===== src/rtl/fp32_mul_pkg.sv =====
`timescale 1ns/1ps
package fp32_mul_pkg;
  localparam int unsigned FP_W   = 32;
  localparam int unsigned EXP_W  = 8;
  localparam int unsigned FRAC_W = 23;
  localparam int unsigned MANT_W = FRAC_W + 1;
  localparam int unsigned PROD_W = 2 * MANT_W;
  localparam int unsigned LZ_W   = $clog2(MANT_W);
  localparam int unsigned SEXP_W = 12;

  localparam logic signed [SEXP_W-1:0] BIAS_S  = 12'sd127;
  localparam logic signed [SEXP_W-1:0] EMIN_S  = -12'sd126;
  localparam logic [FP_W-1:0]          DEF_QNAN = 32'hFFC0_0000;

  typedef enum logic [2:0] {
    CLS_ZERO, CLS_SUB, CLS_NORM, CLS_INF, CLS_QNAN, CLS_SNAN
  } fp_class_e;

  typedef struct packed {
    logic                     sign;
    fp_class_e                cls;
    logic signed [SEXP_W-1:0] exp;   // unbiased, after normalisation
    logic [MANT_W-1:0]        mant;  // leading one at MSB for finite nonzero
  } fp_unp_t;

  typedef struct packed {
    logic ovf;
    logic unf;
    logic inv;
    logic inx;
    logic den;
  } fp_flags_t;
endpackage


===== src/rtl/fp32_unpack.sv =====
`timescale 1ns/1ps
module fp32_unpack
  import fp32_mul_pkg::*;
(
  input  logic [FP_W-1:0] val_i,
  output fp_unp_t         unp_o
);
  logic [EXP_W-1:0]  exp_fld;
  logic [FRAC_W-1:0] frac_fld;
  logic [MANT_W-1:0] frac_ext;
  logic [LZ_W-1:0]   lz;

  assign exp_fld  = val_i[FP_W-2 -: EXP_W];
  assign frac_fld = val_i[FRAC_W-1:0];
  assign frac_ext = {1'b0, frac_fld};

  // highest set bit wins
  always_comb begin
    lz = '0;
    for (int i = 0; i < MANT_W; i++) begin
      if (frac_ext[i]) lz = LZ_W'(MANT_W - 1 - i);
    end
  end

  always_comb begin
    unp_o      = '0;
    unp_o.sign = val_i[FP_W-1];
    unp_o.cls  = CLS_NORM;
    if (&exp_fld) begin
      if (frac_fld == '0)         unp_o.cls = CLS_INF;
      else if (frac_fld[FRAC_W-1]) unp_o.cls = CLS_QNAN;
      else                         unp_o.cls = CLS_SNAN;
    end else if (exp_fld == '0) begin
      if (frac_fld == '0) begin
        unp_o.cls = CLS_ZERO;
      end else begin
        unp_o.cls  = CLS_SUB;
        unp_o.mant = frac_ext << lz;
        unp_o.exp  = EMIN_S - SEXP_W'(lz);
      end
    end else begin
      unp_o.mant = {1'b1, frac_fld};
      unp_o.exp  = SEXP_W'(exp_fld) - BIAS_S;
    end
  end
endmodule


===== src/rtl/fp32_mul_core.sv =====
`timescale 1ns/1ps
module fp32_mul_core
  import fp32_mul_pkg::*;
(
  input  logic [FP_W-1:0] a_raw_i,
  input  logic [FP_W-1:0] b_raw_i,
  input  fp_unp_t         a_i,
  input  fp_unp_t         b_i,
  output logic [FP_W-1:0] res_o,
  output fp_flags_t       flags_o
);
  localparam logic [FP_W-2:0] INF_MAG = {{EXP_W{1'b1}}, {FRAC_W{1'b0}}};
  localparam int unsigned     SH_W    = $clog2(PROD_W);
  localparam int unsigned     MAG_W   = FP_W + 2;

  logic [PROD_W-1:0]        prod, prod_n, shifted, lost_mask;
  logic signed [SEXP_W-1:0] e_sum, e_bias, sh_full;
  logic [SH_W-1:0]          sh;
  logic                     tiny, lost, guard, sticky, rnd_up, inexact, sgn;
  logic [MANT_W-1:0]        mant_t;
  logic [MANT_W:0]          mant_r;
  logic [EXP_W+1:0]         exp_fld;
  logic [MAG_W-1:0]         mag;
  logic                     a_nan, b_nan, zero_inf;

  // finite datapath
  always_comb begin
    prod = a_i.mant * b_i.mant;
    if (prod[PROD_W-1]) begin
      prod_n = prod;
      e_sum  = a_i.exp + b_i.exp + 12'sd1;
    end else begin
      prod_n = prod << 1;
      e_sum  = a_i.exp + b_i.exp;
    end
    e_bias    = e_sum + BIAS_S;
    tiny      = e_bias < 12'sd1;
    sh_full   = 12'sd1 - e_bias;
    sh        = sh_full[SH_W-1:0];
    lost_mask = (PROD_W'(1) << sh) - PROD_W'(1);
    if (!tiny) begin
      shifted = prod_n;
      lost    = 1'b0;
    end else if (sh_full >= SEXP_W'(PROD_W)) begin
      shifted = '0;
      lost    = |prod_n;
    end else begin
      shifted = prod_n >> sh;
      lost    = |(prod_n & lost_mask);
    end
    mant_t  = shifted[PROD_W-1 -: MANT_W];
    guard   = shifted[MANT_W-1];
    sticky  = (|shifted[MANT_W-2:0]) | lost;
    rnd_up  = guard & (sticky | mant_t[0]);
    inexact = guard | sticky;
    mant_r  = {1'b0, mant_t} + (MANT_W+1)'(rnd_up);
    exp_fld = tiny ? '0 : (EXP_W+2)'(e_bias - 12'sd1);
    // implicit one (and rounding carry) add into the exponent field
    mag     = (MAG_W'(exp_fld) << FRAC_W) + MAG_W'(mant_r);
  end

  assign sgn      = a_i.sign ^ b_i.sign;
  assign a_nan    = (a_i.cls == CLS_QNAN) || (a_i.cls == CLS_SNAN);
  assign b_nan    = (b_i.cls == CLS_QNAN) || (b_i.cls == CLS_SNAN);
  assign zero_inf = (a_i.cls == CLS_ZERO && b_i.cls == CLS_INF) ||
                    (a_i.cls == CLS_INF  && b_i.cls == CLS_ZERO);

  // special-case priority
  always_comb begin
    flags_o     = '0;
    flags_o.den = (a_i.cls == CLS_SUB) || (b_i.cls == CLS_SUB);
    if (a_i.cls == CLS_SNAN || b_i.cls == CLS_SNAN || zero_inf) begin
      res_o       = DEF_QNAN;
      flags_o.inv = 1'b1;
    end else if (a_nan) begin
      res_o = a_raw_i;
    end else if (b_nan) begin
      res_o = b_raw_i;
    end else if (a_i.cls == CLS_INF || b_i.cls == CLS_INF) begin
      res_o = {sgn, INF_MAG};
    end else if (a_i.cls == CLS_ZERO || b_i.cls == CLS_ZERO) begin
      res_o = {sgn, {(FP_W-1){1'b0}}};
    end else if (mag >= MAG_W'(INF_MAG)) begin
      res_o       = {sgn, INF_MAG};
      flags_o.ovf = 1'b1;
      flags_o.inx = 1'b1;
    end else begin
      res_o       = {sgn, mag[FP_W-2:0]};
      flags_o.inx = inexact;
      flags_o.unf = tiny & inexact;
    end
  end

  logic unused_mag_hi;
  assign unused_mag_hi = ^mag[MAG_W-1:FP_W-1];
endmodule


===== src/rtl/vec_merge.sv =====
`timescale 1ns/1ps
module vec_merge #(
  parameter int unsigned VEC_W  = 256,
  parameter int unsigned LANE_W = 128,
  parameter int unsigned ELEM_W = 32
) (
  input  logic              ext_mode_i,
  input  logic [VEC_W-1:0]  src1_i,
  input  logic [ELEM_W-1:0] elem_i,
  output logic [VEC_W-1:0]  res_o
);
  localparam int unsigned N_ELEM = VEC_W / ELEM_W;

  for (genvar k = 0; k < N_ELEM; k++) begin : g_elem
    if (k == 0) begin : g_low
      assign res_o[ELEM_W-1:0] = elem_i;
    end else if (k * ELEM_W < LANE_W) begin : g_lane
      assign res_o[k*ELEM_W +: ELEM_W] = src1_i[k*ELEM_W +: ELEM_W];
    end else begin : g_upper
      assign res_o[k*ELEM_W +: ELEM_W] =
        ext_mode_i ? '0 : src1_i[k*ELEM_W +: ELEM_W];
    end
  end
endmodule


===== src/rtl/fp32_mul_lane.sv =====
`timescale 1ns/1ps
module fp32_mul_lane
  import fp32_mul_pkg::*;
#(
  parameter int unsigned VEC_W  = 256,
  parameter int unsigned LANE_W = 128
) (
  input  logic             clk_i,
  input  logic             rst_ni,
  input  logic             valid_i,
  input  logic             ext_mode_i,
  input  logic             mem_sel_i,
  input  logic [VEC_W-1:0] src1_i,
  input  logic [VEC_W-1:0] src2_i,
  input  logic [FP_W-1:0]  mem_i,
  output logic             valid_o,
  output logic [VEC_W-1:0] res_o,
  output logic             ovf_o,
  output logic             unf_o,
  output logic             inv_o,
  output logic             inx_o,
  output logic             den_o
);
  logic [FP_W-1:0]  b_raw, prod;
  fp_unp_t          a_unp, b_unp;
  fp_flags_t        flags_d, flags_q;
  logic [VEC_W-1:0] merged, res_q;
  logic             valid_q;

  assign b_raw = mem_sel_i ? mem_i : src2_i[FP_W-1:0];

  fp32_unpack u_unp_a (.val_i(src1_i[FP_W-1:0]), .unp_o(a_unp));
  fp32_unpack u_unp_b (.val_i(b_raw),            .unp_o(b_unp));

  fp32_mul_core u_core (
    .a_raw_i (src1_i[FP_W-1:0]),
    .b_raw_i (b_raw),
    .a_i     (a_unp),
    .b_i     (b_unp),
    .res_o   (prod),
    .flags_o (flags_d)
  );

  vec_merge #(.VEC_W(VEC_W), .LANE_W(LANE_W), .ELEM_W(FP_W)) u_merge (
    .ext_mode_i (ext_mode_i),
    .src1_i     (src1_i),
    .elem_i     (prod),
    .res_o      (merged)
  );

  always_ff @(posedge clk_i or negedge rst_ni) begin
    if (!rst_ni) begin
      valid_q <= 1'b0;
      res_q   <= '0;
      flags_q <= '0;
    end else begin
      valid_q <= valid_i;
      if (valid_i) begin
        res_q   <= merged;
        flags_q <= flags_d;
      end
    end
  end

  assign valid_o = valid_q;
  assign res_o   = res_q;
  assign ovf_o   = flags_q.ovf;
  assign unf_o   = flags_q.unf;
  assign inv_o   = flags_q.inv;
  assign inx_o   = flags_q.inx;
  assign den_o   = flags_q.den;

  logic unused_src2_hi;
  assign unused_src2_hi = ^src2_i[VEC_W-1:FP_W];
endmodule


===== config.mk =====
export PLATFORM = sky130hd
export DESIGN_NAME = fp32_mul_lane
export DESIGN_NICKNAME = d
export VERILOG_FILES = /design/src/rtl/fp32_mul_pkg.sv /design/src/rtl/fp32_unpack.sv /design/src/rtl/fp32_mul_core.sv /design/src/rtl/vec_merge.sv /design/src/rtl/fp32_mul_lane.sv
export SDC_FILE = /design/constraint.sdc
export NUM_CORES = 2
export LEC_CHECK = 0
export ABC_AREA = 0
export ABC_CLOCK_PERIOD_IN_PS = 1900
export BUFFER_PORTS_ARGS = -buffer_cell sky130_fd_sc_hd__buf_2
export CORE_MARGIN = 8
export CORE_UTILIZATION = 40
export CTS_CLUSTER_SIZE = 28
export DETAILED_ROUTE_END_ITERATION = 7
export PLACE_DENSITY_LB_ADDON = 0.15
export REMOVE_ABC_BUFFERS = 1
export SYNTH_ARGS = -nofsm -noshare
export SYNTH_HDL_FRONTEND = slang
export SYNTH_SLANG_ARGS = --single-unit

===== constraint.sdc =====
create_clock -name clk_i -period 1.9 [get_ports clk_i]
set_input_delay 0 -clock clk_i [delete_from_list [all_inputs] [get_ports clk_i]]
set_output_delay 0 -clock clk_i [all_outputs]
set_load 0.01 [all_outputs]

==> load_flow_metrics.sql <==
INSERT INTO impl_metrics (metric_group, metric, value, unit) VALUES
('outcome', 'run_status', 'finished with violations', ''),
('outcome', 'violations', 'negative setup slack', ''),
('die', 'ios', '811', ''),
('finish', 'fin_nets', '8837', ''),
('detailed_routing', 'route.detailed.wl_per_inst', '26.30', 'um'),
('logic_synthesis', 'synth_top_cell_by_area', 'sky130_fd_sc_hd__fa_1', ''),
('global_route', 'use_met2', '0.5886', ''),
('timing', 'setup_ws', '-12580', 'ps'),
('timing', 'hold_violations', '0', ''),
('critical_path', 'worstPathMaxFanout', '13', ''),
('detailed_routing', 'firstDrtPassIters', '6', ''),
('global_route', 'grt_use_total', '0.3906', ''),
('die', 'initial_cell_density_of_the_core', '0.4013', ''),
('detailed_routing', 'via_count', '51190', ''),
('placement', 'routabilityCongestion', '1.059', ''),
('timing', 'slew_viol_final', '0', ''),
('timing', 'setup_viol_count_final', '36', ''),
('critical_path', 'rr_startpoint', 'res_o[0]', ''),
('timing', 'finClkSkew', '0', 'ps'),
('critical_path', 'worstSetupEndpointType', 'flop', ''),
('logic_synthesis', 'ys_seq_area_frac', '0.1532', ''),
('logic_synthesis', 'yosysMostFrequentCell', 'sky130_fd_sc_hd__inv_1', ''),
('detailed_routing', 'drtAntennaViolNets', '0', ''),
('timing', 'fmaxAchievable', '0.06907', 'GHz'),
('global_route', 'gr_ovfl_total', '0', ''),
('logic_synthesis', 'yosys_synthesis_warning_count', '0', ''),
('die', 'core_region_area', '106600', 'um^2'),
('finish', 'storage_cell_area', '6556', 'um^2'),
('timing', 'post-route-min-period', '14480', 'ps'),
('timing', 'measured_slew_at_the_worst_slew_check_pin', '952.1', 'ps'),
('critical_path', 'arrival', '14970', 'ps'),
('global_route', 'grt_max_degree', '91', ''),
('critical_path', 'r2r_setup_slack', '440', 'ps'),
('critical_path', 'max_stage_delay', '600', 'ps'),
('finish', 'fillers', '9440', ''),
('global_route', 'grt_first_pass_wirelength', '345300', 'um'),
('logic_synthesis', 'synth_top_flop_cell', 'sky130_fd_sc_hd__dfrtp_1', ''),
('logic_synthesis', 'netlist_top_cells_area', 'sky130_fd_sc_hd__fa_1 23%, sky130_fd_sc_hd__dfrtp_1 15%, sky130_fd_sc_hd__inv_1 6.4%', ''),
('global_route', 'vias_in_the_first_global_route', '51850', ''),
('clocking', 'htreeDepth', '1', ''),
('logic_synthesis', 'synth_enable_flop_cells', '0', ''),
('finish', 'final_core_utilization', '0.6331', ''),
('finish', 'layout_stage_area_growth_over_the_synthesis_result', '57.75', '%'),
('critical_path', 'startpoint', 'src1_i[5]', ''),
('clocking', 'worst_setup_hold_path_clk_slew', '70', 'ps'),
('global_route', 'initial_antenna_violation_count', '30', ''),
('finish', 'final_design_area_no_fill', '67490', 'um^2'),
('critical_path', 'cp.required', '2390', 'ps'),
('logic_synthesis', 'library_cells_used_by_synthesis', '111', ''),
('placement', 'dpl.hpwl', '194400', 'um'),
('detailed_routing', 'drt-total-wl', '238200', 'um'),
('clocking', 'tritoncts', 'done', ''),
('detailed_routing', 'routed_via_density', '5.651', ''),
('timing', 'rsz_0062_raised_after_global_routing', 'yes', ''),
('logic_synthesis', 'ys_async_sr_fraction', '1.000', ''),
('global_route', 'grt_use_met1', '0.4986', ''),
('placement', 'cell_area_placed', '58480', 'um^2'),
('clocking', 'clk-insertion-delay-late', '650', 'ps'),
('finish', 'drive_gt1_frac', '0.3911', ''),
('detailed_routing', 'detail_route.drc_violations', '0', ''),
('critical_path', 'startpoint_type', 'input pin', ''),
('run', 'max-cap-violations', '0', ''),
('clocking', 'root_buffer', 'sky130_fd_sc_hd__clkbuf_16', ''),
('logic_synthesis', 'synth_top_area_frac', '0.2260', ''),
('detailed_routing', 'drt_first_iter_violations', '4990', ''),
('critical_path', 'crit_path_top_delay_cell', 'sky130_fd_sc_hd__fa_2', ''),
('timing', 'rel_slew_slack', '0.3629', ''),
('logic_synthesis', 'synthesis.area', '42780', 'um^2'),
('finish', 'multiInputGateArea', '34850', 'um^2'),
('logic_synthesis', 'yosys-top-cells-count', '733 x sky130_fd_sc_hd__inv_1, 717 x sky130_fd_sc_hd__nand2_1, 483 x sky130_fd_sc_hd__fa_1, 358 x sky130_fd_sc_hd__nor2_1, 336 x sky130_fd_sc_hd__o21ai_0', ''),
('logic_synthesis', 'postSynthCellCount', '5291', '');
==> cells in the final DEF (no fill, tap or decap), types with 32 or more instances in the layout <==
master	count
sky130_fd_sc_hd__ha_1	174
sky130_fd_sc_hd__a21oi_1	195
sky130_fd_sc_hd__inv_1	693
sky130_fd_sc_hd__xnor2_1	72
sky130_fd_sc_hd__nor3_1	86
sky130_fd_sc_hd__a21oi_2	33
sky130_fd_sc_hd__buf_6	81
sky130_fd_sc_hd__buf_2	581
sky130_fd_sc_hd__fa_1	461
sky130_fd_sc_hd__nand4_1	59
sky130_fd_sc_hd__buf_12	80
sky130_fd_sc_hd__nand3_1	76
sky130_fd_sc_hd__dfrtp_1	262
sky130_fd_sc_hd__o211ai_1	50
sky130_fd_sc_hd__mux2_2	128
sky130_fd_sc_hd__dlygate4sd3_1	317
sky130_fd_sc_hd__nand2_1	680
sky130_fd_sc_hd__buf_4	1528
sky130_fd_sc_hd__a211oi_1	39
sky130_fd_sc_hd__o21ai_1	32
sky130_fd_sc_hd__and2_1	105
sky130_fd_sc_hd__nor2_1	326
sky130_fd_sc_hd__nand3b_1	126
sky130_fd_sc_hd__mux2i_1	88
sky130_fd_sc_hd__inv_2	39
sky130_fd_sc_hd__o21ai_0	298
sky130_fd_sc_hd__clkbuf_16	33
sky130_fd_sc_hd__xor2_1	33
==> cells by family (layout without fill, tap and decap cells) <==
family                     Yosys count  count (layout)  synth area share
xor gates and xnor gates           114             114           0.02459
buffers and inverters             1061            3396           0.09422
DFF                                262             262            0.1532
and+or+nand+nor                   1770            1771            0.1978
other                                0              27                 0
muxes                              284             284           0.07431
adders and majority gates          684             684            0.2848
AOI/OAI and AO/OA                 1116            1117            0.1711
==> final cells by class <==
type,count,share of cell area
flip-flops and latches,262,0.09714
repair buffers,2601,0.3016
clock buffers,38,0.01233
clock inverters,19,0.004282
diodes,27,0.001001
inverters,738,0.04130
multi-input cells,3970,0.5163
well taps,1403,0.02601
==> registers in the layout, indices dropped and copies added, names as in the netlist <==
register,count
inx_o,1
den_o,1
ovf_o,1
res_o,256
inv_o,1
valid_o,1
unf_o,1
==> worst max-delay path: cells and delay by family <==
| kind | cells | cell delay [ps] |
|---|---|---|
| adder cells (fa/ha/maj) | 10 | 3800 |
| AO/OA/AOI/OAI | 22 | 3810 |
| AND/OR/NAND/NOR | 22 | 4140 |
| buffers and inverters | 23 | 2830 |
| XOR/XNOR | 1 | 130 |
| multiplexers | 1 | 210 |
==> routing by layer <==
| metal | share of wire | wire length [um] | vias to the layer above |
|---|---|---|---|
| met3 | 0.099 | 23640 | 714 |
| met2 | 0.43 | 102100 | 2885 |
| li1 | - | - | 22570 |
| met1 | 0.39 | 93800 | 25010 |
| met4 | 0.078 | 18470 | 10 |
| met5 | 0.00065 | 155 | - |
==> per-stage QoR <==
| step | hold slack [ps] | setup slack (ps) | TNS [ps] | std cells |
|---|---|---|---|---|
| finish | 7.312 | -12580 | -423870 | 9058 |
| global route | 16.04 | -13030 | -438980 | 9040 |
| CTS | 13.31 | -12120 | -409010 | 8991 |
| detailed placement | -53.33 | -14260 | -482690 | 8463 |
| global placement | -51.84 | -14110 | -478000 | 8463 |
| floorplan | -295.6 | -20250 | -681360 | 4968 |
==> worst paths after layout <==
check | cells after the start | endpoint
setup / recovery | 79 | res_o[16]
hold / removal | 3 | res_o[144]
setup reg to reg | 4 | res_o[0]
hold reg to reg | 1 | res_o[40]
max in group asynchronous | 3 | res_o[85]
min in group clk_i | 4 | res_o[11]
==> what timing repair did <==
| action | CTS | global route |
|---|---|---|
| hold endpoints to repair | 504 | 0 |
| cloned | 7 | 3 |
| setup endpoints to repair | 37 | 56 |
| setup buffers | 153 | 42 |
| pin swaps | 154 | 98 |
| hold buffers | 319 | 0 |
| resized for setup | 572 | 120 |
Power is not shown: default switching activity piles up to over one toggle a cycle in this logic, so the estimate is an artifact.
